$ cat config.mk
export PLATFORM = sky130hd
export DESIGN_NAME = mon_round_robin
export DESIGN_NICKNAME = d
export VERILOG_FILES = /design/src/rtl/mon_rr_pkg.sv /design/src/rtl/mon_pace_timer.sv /design/src/rtl/mon_seq_ctrl.sv /design/src/rtl/mon_value_ram.sv /design/src/rtl/mon_round_robin.sv
export SDC_FILE = /design/constraint.sdc
export NUM_CORES = 1
export LEC_CHECK = 0
export ABC_AREA = 1
export CAP_MARGIN = 10
export CORE_ASPECT_RATIO = 1.25
export CORE_MARGIN = 4
export CORE_UTILIZATION = 55
export CTS_CLUSTER_DIAMETER = 100
export DETAILED_ROUTE_END_ITERATION = 10
export GPL_TIMING_DRIVEN = 0
export PLACE_DENSITY = 0.7
export RECOVER_POWER = 50
export SLEW_MARGIN = 20
export SYNTH_ARGS = -nofsm -noshare
export SYNTH_HDL_FRONTEND = slang
export SYNTH_HIERARCHICAL = 1
export SYNTH_SLANG_ARGS = --single-unit
$ cat constraint.sdc
create_clock -name clk -period 3.26 [get_ports clk]
set_input_delay 0.489 -clock clk [delete_from_list [all_inputs] [get_ports clk]]
set_output_delay 0.489 -clock clk [all_outputs]
set_load 0.02 [all_outputs]
$ cat src/rtl/mon_rr_pkg.sv
package mon_rr_pkg;

  typedef enum logic [1:0] {
    ST_IDLE  = 2'd0,
    ST_ISSUE = 2'd1,
    ST_WAIT  = 2'd2,
    ST_PACE  = 2'd3
  } seq_state_t;

  typedef enum logic [1:0] {
    KIND_TEMP = 2'd0,
    KIND_VOLT = 2'd1,
    KIND_FAN  = 2'd2
  } meas_kind_t;

  // Position 0 is the temperature sensor, then n_volt voltage inputs, then fans.
  function automatic meas_kind_t kind_of(input int unsigned idx, input int unsigned n_volt);
    if (idx == 0) return KIND_TEMP;
    else if (idx <= n_volt) return KIND_VOLT;
    else return KIND_FAN;
  endfunction

endpackage

$ cat src/rtl/mon_pace_timer.sv
module mon_pace_timer #(
  parameter int unsigned PERIOD_CYCLES = 50_000_000
) (
  input  logic clk,
  input  logic rst,
  input  logic clear,
  output logic elapsed
);
  localparam int unsigned CNT_W = $clog2(PERIOD_CYCLES + 1);
  localparam logic [CNT_W-1:0] LAST = CNT_W'(PERIOD_CYCLES - 1);

  logic [CNT_W-1:0] cnt_q;

  // Saturating count of cycles since the current pass began.
  always_ff @(posedge clk) begin
    if (rst) begin
      cnt_q <= '0;
    end else if (clear) begin
      cnt_q <= '0;
    end else if (cnt_q < LAST) begin
      cnt_q <= cnt_q + CNT_W'(1);
    end
  end

  assign elapsed = (cnt_q >= LAST);

  // a fresh pass never sees the period as already over
  p_clear_restarts_r5: assert property (@(posedge clk) disable iff (rst)
    clear |=> !elapsed);

  // once elapsed, the timer holds until the next pass begins
  p_elapsed_holds_r5: assert property (@(posedge clk) disable iff (rst)
    elapsed && !clear |=> elapsed);

endmodule

$ cat src/rtl/mon_seq_ctrl.sv
module mon_seq_ctrl
  import mon_rr_pkg::*;
#(
  parameter int unsigned N_VOLT = 7,
  parameter int unsigned N_FAN  = 3,
  parameter int unsigned DATA_W = 8,
  localparam int unsigned NUM_CH = 1 + N_VOLT + N_FAN,
  localparam int unsigned ADDR_W = $clog2(NUM_CH)
) (
  input  logic              clk,
  input  logic              rst,
  input  logic              run,
  input  logic              host_rd,
  input  logic              pace_elapsed,
  output logic              pace_clear,
  input  logic              conv_done,
  input  logic [DATA_W-1:0] conv_data,
  output logic              conv_req,
  output logic              conv_abort,
  output logic [ADDR_W-1:0] conv_chan,
  output logic [1:0]        conv_kind,
  output logic              wr_en,
  output logic [ADDR_W-1:0] wr_addr,
  output logic [DATA_W-1:0] wr_data
);
  localparam int unsigned TAB_N = 1 << ADDR_W;
  localparam logic [ADDR_W-1:0] LAST_CH = ADDR_W'(NUM_CH - 1);

  seq_state_t        state_q, state_d;
  logic [ADDR_W-1:0] chan_q, chan_d;
  logic              req_q, abort_q;
  meas_kind_t        kind_q;
  meas_kind_t        kind_tab [TAB_N];
  logic              converting, accept, last_chan;

  // Kind lookup, one entry per code
  for (genvar g = 0; g < TAB_N; g++) begin : g_kind
    assign kind_tab[g] = kind_of(g, N_VOLT);
  end

  assign converting = (state_q == ST_ISSUE) || (state_q == ST_WAIT);
  assign last_chan  = (chan_q == LAST_CH);
  // A done commits only in the wait state, while running, and with no read that cycle.
  assign accept     = run && !host_rd && (state_q == ST_WAIT) && conv_done;

  always_comb begin
    state_d = state_q;
    chan_d  = chan_q;
    if (!run) begin
      state_d = ST_IDLE;
      chan_d  = '0;
    end else begin
      unique case (state_q)
        ST_IDLE:  state_d = ST_ISSUE;
        ST_ISSUE: state_d = host_rd ? ST_ISSUE : ST_WAIT;
        ST_WAIT: begin
          if (host_rd) begin
            state_d = ST_ISSUE;
          end else if (conv_done) begin
            if (last_chan) begin
              state_d = ST_PACE;
              chan_d  = '0;
            end else begin
              state_d = ST_ISSUE;
              chan_d  = chan_q + ADDR_W'(1);
            end
          end
        end
        ST_PACE:  if (pace_elapsed) state_d = ST_ISSUE;
        default:  state_d = ST_IDLE;
      endcase
    end
  end

  assign pace_clear = run && ((state_q == ST_IDLE) || (state_q == ST_PACE))
                      && (state_d == ST_ISSUE);

  always_ff @(posedge clk) begin
    if (rst) begin
      state_q <= ST_IDLE;
      chan_q  <= '0;
      req_q   <= 1'b0;
      abort_q <= 1'b0;
      kind_q  <= KIND_TEMP;
    end else begin
      state_q <= state_d;
      chan_q  <= chan_d;
      req_q   <= (state_d == ST_ISSUE);
      abort_q <= converting && (!run || host_rd);
      kind_q  <= kind_tab[chan_d];
    end
  end

  assign conv_req   = req_q;
  assign conv_abort = abort_q;
  assign conv_chan  = chan_q;
  assign conv_kind  = kind_q;
  assign wr_en      = accept;
  assign wr_addr    = chan_q;
  assign wr_data    = conv_data;

  // a request lasts one cycle unless a read restarts it
  p_req_pulse_r4: assert property (@(posedge clk) disable iff (rst)
    conv_req && run && !host_rd |=> !conv_req);

  // stopped means no request on the following cycle
  p_stop_quiet_r6: assert property (@(posedge clk) disable iff (rst)
    !run |=> !conv_req && (state_q == ST_IDLE));

  // a read during a conversion reissues the same channel with an abort
  p_read_restart_r8: assert property (@(posedge clk) disable iff (rst)
    converting && run && host_rd |=> conv_req && conv_abort && $stable(chan_q));

  // stopping mid-conversion cancels it
  p_stop_abort_r11: assert property (@(posedge clk) disable iff (rst)
    converting && !run |=> conv_abort && !conv_req);

  // an accepted result moves the loop to the next channel in order
  p_next_chan_r2: assert property (@(posedge clk) disable iff (rst)
    accept && !last_chan |=> chan_q == $past(chan_q) + ADDR_W'(1));

  // the channel code never leaves the live range
  p_chan_range_r2: assert property (@(posedge clk) disable iff (rst)
    chan_q <= LAST_CH);

endmodule

$ cat src/rtl/mon_value_ram.sv
module mon_value_ram #(
  parameter int unsigned LIVE   = 11,
  parameter int unsigned ADDR_W = 4,
  parameter int unsigned DATA_W = 8
) (
  input  logic              clk,
  input  logic              rst,
  input  logic              wr_en,
  input  logic [ADDR_W-1:0] wr_addr,
  input  logic [DATA_W-1:0] wr_data,
  input  logic              rd_en,
  input  logic [ADDR_W-1:0] rd_addr,
  output logic [DATA_W-1:0] rd_data,
  output logic              rd_valid
);
  localparam int unsigned DEPTH = 1 << ADDR_W;

  logic [DATA_W-1:0] mem [DEPTH];
  logic [DATA_W-1:0] rd_raw_q;
  logic              in_range_q;
  logic              valid_q;

  // Plain synchronous write and registered read: maps onto a block RAM.
  always_ff @(posedge clk) begin
    if (wr_en) mem[wr_addr] <= wr_data;
  end

  always_ff @(posedge clk) begin
    if (rd_en) begin
      rd_raw_q   <= mem[rd_addr];
      in_range_q <= (32'(rd_addr) < LIVE);
    end
  end

  always_ff @(posedge clk) begin
    if (rst) valid_q <= 1'b0;
    else     valid_q <= rd_en;
  end

  assign rd_data  = in_range_q ? rd_raw_q : '0;
  assign rd_valid = valid_q;

  // every read strobe gives exactly one valid cycle, one cycle later
  p_rd_valid_r10: assert property (@(posedge clk) disable iff (rst)
    rd_en |=> rd_valid);
  p_rd_quiet_r10: assert property (@(posedge clk) disable iff (rst)
    !rd_en |=> !rd_valid);

endmodule

$ cat src/rtl/mon_round_robin.sv
module mon_round_robin #(
  parameter int unsigned N_VOLT        = 7,
  parameter int unsigned N_FAN         = 3,
  parameter int unsigned DATA_W        = 8,
  parameter int unsigned PERIOD_CYCLES = 50_000_000,
  localparam int unsigned NUM_CH = 1 + N_VOLT + N_FAN,
  localparam int unsigned ADDR_W = $clog2(NUM_CH)
) (
  input  logic              clk,
  input  logic              rst,
  input  logic              cfg_start,
  input  logic              cfg_int_clear,
  output logic              conv_req,
  output logic              conv_abort,
  output logic [ADDR_W-1:0] conv_chan,
  output logic [1:0]        conv_kind,
  input  logic              conv_done,
  input  logic [DATA_W-1:0] conv_data,
  input  logic              host_rd_en,
  input  logic [ADDR_W-1:0] host_rd_addr,
  output logic [DATA_W-1:0] host_rd_data,
  output logic              host_rd_valid
);
  logic              run;
  logic              pace_clear, pace_elapsed;
  logic              ram_wr_en;
  logic [ADDR_W-1:0] ram_wr_addr;
  logic [DATA_W-1:0] ram_wr_data;

  assign run = cfg_start && !cfg_int_clear;

  mon_pace_timer #(
    .PERIOD_CYCLES(PERIOD_CYCLES)
  ) u_pace (
    .clk    (clk),
    .rst    (rst),
    .clear  (pace_clear),
    .elapsed(pace_elapsed)
  );

  mon_seq_ctrl #(
    .N_VOLT(N_VOLT),
    .N_FAN (N_FAN),
    .DATA_W(DATA_W)
  ) u_seq (
    .clk         (clk),
    .rst         (rst),
    .run         (run),
    .host_rd     (host_rd_en),
    .pace_elapsed(pace_elapsed),
    .pace_clear  (pace_clear),
    .conv_done   (conv_done),
    .conv_data   (conv_data),
    .conv_req    (conv_req),
    .conv_abort  (conv_abort),
    .conv_chan   (conv_chan),
    .conv_kind   (conv_kind),
    .wr_en       (ram_wr_en),
    .wr_addr     (ram_wr_addr),
    .wr_data     (ram_wr_data)
  );

  mon_value_ram #(
    .LIVE  (NUM_CH),
    .ADDR_W(ADDR_W),
    .DATA_W(DATA_W)
  ) u_ram (
    .clk     (clk),
    .rst     (rst),
    .wr_en   (ram_wr_en),
    .wr_addr (ram_wr_addr),
    .wr_data (ram_wr_data),
    .rd_en   (host_rd_en),
    .rd_addr (host_rd_addr),
    .rd_data (host_rd_data),
    .rd_valid(host_rd_valid)
  );

  // the cycle that carries an abort never commits a result
  p_abort_no_commit_r9: assert property (@(posedge clk) disable iff (rst)
    conv_abort |-> !ram_wr_en);

  // fan codes are flagged as fan sources
  p_fan_kind_r3: assert property (@(posedge clk) disable iff (rst)
    conv_req && (32'(conv_chan) >= NUM_CH - N_FAN) |-> conv_kind == 2'd2);

endmodule

==> results of run 1 <==
==> metal layers <==
metal | share of wire | vias to the layer above | wire, um | track usage
met2 | 0.52 | 193 | 10100 | 0.412
met5 | 0 | - | 0 | 0
met1 | 0.40 | 3050 | 7760 | 0.275
li1 | - | 3281 | - | -
met3 | 0.057 | 33 | 1110 | 0.0409
met4 | 0.029 | 0 | 561 | 0.0940
==> report_power, final <==
| part | switching [mW] | leakage, nW | total, mW | internal, mW |
|---|---|---|---|---|
| Combinational | 0.185 | 2.40 | 0.273 | 0.0873 |
| Clock | 0.768 | 0.251 | 1.80 | 1.03 |
| Sequential | 0.00686 | 1.53 | 2.40 | 2.40 |
| Total | 0.960 | 4.19 | 4.47 | 3.51 |
==> logic make-up (layout without fill, tap and decap cells) <==
kind of cell,Yosys count,after routing,synth area share
and+or+nand+nor,577,577,0.285
AOI/OAI and AO/OA,28,28,0.0179
xor gates and xnor gates,7,7,0.00711
adders and majority gates,8,8,0.0116
DFF,173,173,0.561
buffers and inverters,230,284,0.117
==> flip-flops by register name (all words and copies together) (netlist names), 2 cells and up <==
register and cells:
u_pace/cnt_q 26, u_ram/mem 128, u_ram/rd_raw_q 8, u_seq/conv_chan 4
u_seq/state_q 2
==> final cells by class <==
class | count | area share
plain buffers | 44 | 0.0296
clock buffers | 21 | 0.0459
clock inverters | 9 | 0.00769
inverters | 185 | 0.0723
multi-input cells | 620 | 0.288
flip-flops and latches | 173 | 0.504
well taps | 208 | 0.0271
repair buffers | 25 | 0.0261
==> critical path: cells and delay by family <==
family        cells  cell delay (ps)
simple gates      4             1470
buf+inv           2             1020
==> final timing paths <==
kind / slack, ps / endpoint / cells after the start / start
hold / removal: 500 / u_pace/cnt_q[25] / 2 / u_pace/cnt_q[25]
setup reg to reg: 560 / u_pace/cnt_q[9] / 17 / u_pace/cnt_q[0]
setup / recovery: 320 / u_ram/mem[15][1] / 6 / host_rd_en
hold reg to reg: 500 / u_pace/cnt_q[25] / 2 / u_pace/cnt_q[25]
==> cell usage in the layout (no fill, tap or decap), types with 2 or more instances in the layout <==
cell	n
a21oi_1	19
nor3_1	5
inv_1	173
clkinv_2	4
dlygate4sd3_1	11
nand3b_1	2
nor2_4	3
edfxtp_1	137
o21ai_0	4
nand2_1	334
nor2_1	90
ha_1	8
inv_2	10
buf_2	17
clkbuf_16	17
xor2_1	3
clkbuf_1	14
nand3_1	116
buf_6	9
nand2_2	7
nor2_2	2
nand3_2	6
dfxtp_1	36
nand4_1	10
xnor2_1	4
buf_4	8
o21ai_1	2
clkinv_1	4
clkdlybuf4s50_1	14
==> stage by stage <==
stage,area [um^2],setup WS (ps),setup TNS [ps],hold slack [ps]
after floorplan,8620,1000,0,464
after global placement,9130,33.4,0,482
after detailed placement,9130,-74.4,-1120,488
after CTS,9650,282,0,411
after global routing,9600,150,0,513
final,9600,322,0,497
==> out/metrics.json, run 1 <==
{
  "run_status": {
    "status": "finished, final reports clean"
  },
  "clock_tree": {
    "post_cts_buffers": 0,
    "cts_root_buf": "clkbuf_16",
    "tritoncts": "done",
    "tritoncts.num_buffers": 17,
    "worstSkewPairLatency_ps": 420,
    "clock_path_buffers": 2,
    "clock_sinks": 173,
    "cts.reportedPaths.clkPinSlew_ps": 60,
    "post_cts.resized_instances": 0,
    "number_of_buffers_inserted_for_hold_repair_after_clock_tree_synthesis": 0,
    "cts_max_level": 4
  },
  "cells_and_area": {
    "number_of_fill_cells": 1328,
    "post-route-util": 0.632,
    "insertedDiodeCount": 0,
    "final_net_count": 1092,
    "post_synthesis_to_final_layout_area_growth_pct": 11.4,
    "final_layout_size_suffix_gt1_frac": 0.0817,
    "regArea_mm2": 0.00483,
    "post_layout_nonfiller_instances": 1285,
    "multi_input_comb_area_mm2": 0.00276
  },
  "worst_setup_path": {
    "endpoint_kind": "flop",
    "critPathSlowestCell": "dlygate4sd3_1",
    "crit_path_max_fanout": 15,
    "worst-setup-path-type": "input pin to flop",
    "worst-endpoint-arrival_ps": 2980,
    "crit_start_category": "input pin",
    "critical_path_required_ps": 3310,
    "crit_path_cell_trace": "dlygate4sd3_1 -> inv_1 -> nand3_1 -> nor2_1 -> nand3_1 -> nor2_1",
    "timing.critical_path.slowest_cell_delay_ps": 850
  },
  "timing": {
    "slew_violations": 0,
    "grt_setup_unrepaired": "false",
    "max_freq_ghz": 0.340,
    "finalCritPeriodShare": 0.901,
    "final_period_minus_worst_setup_slack_ps": 2940,
    "final.setup_skew_ps": 6.43,
    "final_hold_viol_count": 0,
    "slew_headroom": 0.361,
    "final-setup-viol-count": 0,
    "worstMarginPinSlew_ps": 958
  },
  "yosys": {
    "synthesized_area_per_cell_um2": 8.43,
    "synthTopCellsByCount": "nand2_1, inv_1, edfxtp_1, nand3_1, nor2_1",
    "syn-cell-area_mm2": 0.00862,
    "synth_cells": 1023,
    "yosysWarnings": 6,
    "synth_cell_type_count": 30,
    "synth_enable_flop_cells": 137,
    "synth.most_common_cell": "nand2_1",
    "ys_dominant_reg_cell": "edfxtp_1",
    "synth.net_count": 1049,
    "synth.ff_latch_count": 173,
    "ys_seq_area_frac": 0.561,
    "synth_area_leaders": "edfxtp_1, nand2_1, dfxtp_1",
    "area_fraction_of_the_dominant_cell_type_after_synthesis": 0.477,
    "async_set_or_reset_register_ratio_after_synthesis": 0,
    "synth_top_area_cell": "edfxtp_1"
  },
  "floorplan": {
    "floorplan.core_area_mm2": 0.0152,
    "start_util": 0.567,
    "num_io_pins": 35,
    "dieArea_mm2": 0.0178,
    "rows": 50,
    "die_w_um": 120,
    "die-height_um": 148
  },
  "placed_design": {
    "placed_cells_incl_taps": 1256,
    "io_buf_count": 25,
    "place_congestion": 0.901,
    "place.detailed.hpwl_um": 13600
  },
  "run": {
    "max_cap_viol_count": 0
  },
  "route": {
    "drt_wl_total_um": 19500,
    "detail_route.first_pass.iterations": 5,
    "avgRoutedWirePerCell_um": 15.2,
    "via_per_inst": 5.10,
    "detailedRoute.firstIterationViolations": 463,
    "number_of_vias_after_detailed_routing": 6557,
    "route.detailed.drc": 0,
    "route.antenna.remaining_nets": 0
  },
  "hold_path": {
    "hold_path.class": "flop to flop"
  },
  "global_routing": {
    "grt_overflow_total": 0,
    "grt_pass1_wl_um": 31700,
    "grt_util_all_layers": 0.231,
    "first_global_vias": 6356,
    "grt_start_max_net_pins": 17,
    "grt_antenna_before_repair": 0
  },
  "power": {
    "max_vdd_drop_mv": 0.314,
    "static-leakage-power_nw": 4.19,
    "p_total_mw": 4.47,
    "pwr_density_cell_mw_per_mm2": 466
  }
}
Power figures use the tool's default switching activity.
==> run 2: changes to the inputs <==
REMOVE_ABC_BUFFERS = 1   (was not set)
==> out/metrics.json, run 2 (synthesized netlist as in run 1, its figures left out) <==
{
  "floorplan": {
    "start_util": 0.567,
    "die_w_um": 120,
    "num_io_pins": 35,
    "die-height_um": 148,
    "rows": 50,
    "dieArea_mm2": 0.0178,
    "floorplan.core_area_mm2": 0.0152
  },
  "timing": {
    "max_freq_ghz": 0.345,
    "final.setup_skew_ps": 6.60,
    "setup-tns-final_ps": 0,
    "finalCritPeriodShare": 0.890,
    "final_hold_viol_count": 0,
    "slew_headroom": 0.0322,
    "final-setup-viol-count": 0,
    "final_period_minus_worst_setup_slack_ps": 2900,
    "grt_setup_unrepaired": "false",
    "worstMarginPinSlew_ps": 1450,
    "slew_violations": 0
  },
  "global_routing": {
    "grt_util_all_layers": 0.211,
    "grt_antenna_before_repair": 0,
    "grt_start_max_net_pins": 67,
    "grt_overflow_total": 0,
    "grt_pass1_wl_um": 29400,
    "first_global_vias": 6109
  },
  "worst_setup_path": {
    "worst-endpoint-arrival_ps": 3200,
    "worst-setup-path-type": "flop to flop",
    "critPathMostFrequentCell": "nand2_1",
    "timing.critical_path.slowest_cell_delay_ps": 470,
    "critical_path_required_ps": 3560,
    "crit_path_max_fanout": 21,
    "critical_path_buf_inv_count": 2,
    "endpoint_kind": "flop",
    "crit_start_category": "flop",
    "cpLargestDelayFamily": "simple AND/OR/NAND/NOR gates",
    "crit_path_cell_trace": "ha_1 -> nand2_1 -> nor2_1 -> nand2_1 -> nand2_1 -> nand3_4 -> nand3_4 -> o22ai_1 -> nand2_1 -> nand2_1 -> nand2_2 -> nand2_2 -> nor2_1 -> nor2_4 -> clkinvlp_4 -> buf_4 -> a21oi_1",
    "critPathSlowestCell": "dfxtp_1"
  },
  "cells_and_area": {
    "regArea_mm2": 0.00483,
    "largestRegisters": "u_ram/mem (128), u_pace/cnt_q (26), u_ram/rd_raw_q (8)",
    "post_synthesis_to_final_layout_area_growth_pct": 10.5,
    "number_of_fill_cells": 1289,
    "multi_input_comb_area_mm2": 0.00279,
    "final_common_cell": "nand2_1",
    "final_layout_size_suffix_gt1_frac": 0.0593,
    "largest_reg_flops": 128,
    "max_flop_register": "u_ram/mem",
    "post-route-util": 0.627,
    "layout.cells.most_common_list": "nand2_1, inv_1, edfxtp_1",
    "final_net_count": 1059,
    "insertedDiodeCount": 0
  },
  "clock_tree": {
    "cts_root_buf": "clkbuf_16",
    "tritoncts.num_buffers": 17,
    "cts.reportedPaths.clkPinSlew_ps": 60,
    "clock_path_buffers": 2,
    "tritoncts": "done",
    "number_of_buffers_inserted_for_hold_repair_after_clock_tree_synthesis": 0,
    "cts_max_level": 4,
    "worstSkewPairLatency_ps": 420,
    "clock_sinks": 173
  },
  "hold_path": {
    "hold_path.class": "flop to flop"
  },
  "power": {
    "switchingPower_uw": 973,
    "static-leakage-power_nw": 4.09,
    "comb_power_share": 0.054,
    "max_vdd_drop_mv": 0.298,
    "cell_int_power_mw": 3.74,
    "netSwitchingFraction": 0.206,
    "clock_power_share": 0.436,
    "pwr_density_cell_mw_per_mm2": 495,
    "seq_power_share": 0.510
  },
  "route": {
    "drt_wl_total_um": 17900,
    "avgRoutedWirePerCell_um": 14.3,
    "route.antenna.remaining_nets": 0,
    "detailedRoute.firstIterationViolations": 419,
    "number_of_vias_after_detailed_routing": 6360,
    "detail_route.first_pass.iterations": 5,
    "via_per_inst": 5.07,
    "route.detailed.drc": 0
  },
  "run_status": {
    "status": "finished, final reports clean"
  },
  "placed_design": {
    "io_buf_count": 34,
    "place_congestion": 0.879,
    "place.detailed.hpwl_um": 11300
  },
  "run": {
    "max_cap_viol_count": 0
  }
}
run 2: power groups by stage:
stage / clock network (mW) / logic, mW / registers, mW
floorplan: 0 / 0.122 / 2.45
global placement: 0 / 0.257 / 2.45
detailed placement: 0 / 0.255 / 2.45
CTS: 2.09 / 0.260 / 2.41
global route: 2.20 / 0.286 / 2.41
finish: 2.06 / 0.255 / 2.40
run 2: final cells by class:
class                           instances  share of cell area
Clock inverter                         14              0.0184
Clock buffer                           18              0.0450
Sequential cell                       173               0.507
Tap cell                              208              0.0273
Inverter                              185              0.0735
Timing Repair Buffer                   35              0.0355
Multi-Input combinational cell        621               0.293
run 2: metal layers:
layer / part of all wire / GRT usage / vias to the layer above
li1: - / - / 3214
met1: 0.41 / 0.253 / 2920
met2: 0.50 / 0.370 / 188
met3: 0.054 / 0.0406 / 38
met4: 0.030 / 0.0911 / 0
met5: 0 / 0 / -
run 2: stage by stage:
step / cells / setup slack (ps) / hold slack (ps) / power, mW / area [um^2]
detailed placement: 1220 / -604 / 486 / 2.71 / 8900
floorplan: 978 / 479 / 464 / 2.57 / 8300
global placement: 1220 / -1880 / 479 / 2.71 / 8900
CTS: 1254 / 84.2 / 495 / 4.76 / 9530
global route: 1254 / 3.94 / 512 / 4.89 / 9530
finish: 1254 / 359 / 494 / 4.72 / 9530
run 2: what timing repair did:
| item | 4_1_cts | 5_1_grt |
|---|---|---|
| setup buffers | 1 | 0 |
| resized for setup | 3 | 1 |
| gates cloned | 1 | 0 |
| pin swaps | 1 | 0 |
| setup endpoints to repair | 26 | 16 |
run 2: worst min-delay path, stage by stage, from the launching register on:
cell and delay, ps:
dfxtp_1 320, inv_1 70, a21oi_1 60
run 2: worst paths after layout:
| kind | slack (ps) | to | cells after the start | start |
|---|---|---|---|---|
| setup / recovery | 360 | u_pace/cnt_q[12] | 17 | u_pace/cnt_q[0] |
| hold / removal | 490 | u_pace/cnt_q[25] | 2 | u_pace/cnt_q[25] |
| setup reg to reg | 360 | u_pace/cnt_q[12] | 17 | u_pace/cnt_q[0] |
| hold reg to reg | 490 | u_pace/cnt_q[25] | 2 | u_pace/cnt_q[25] |
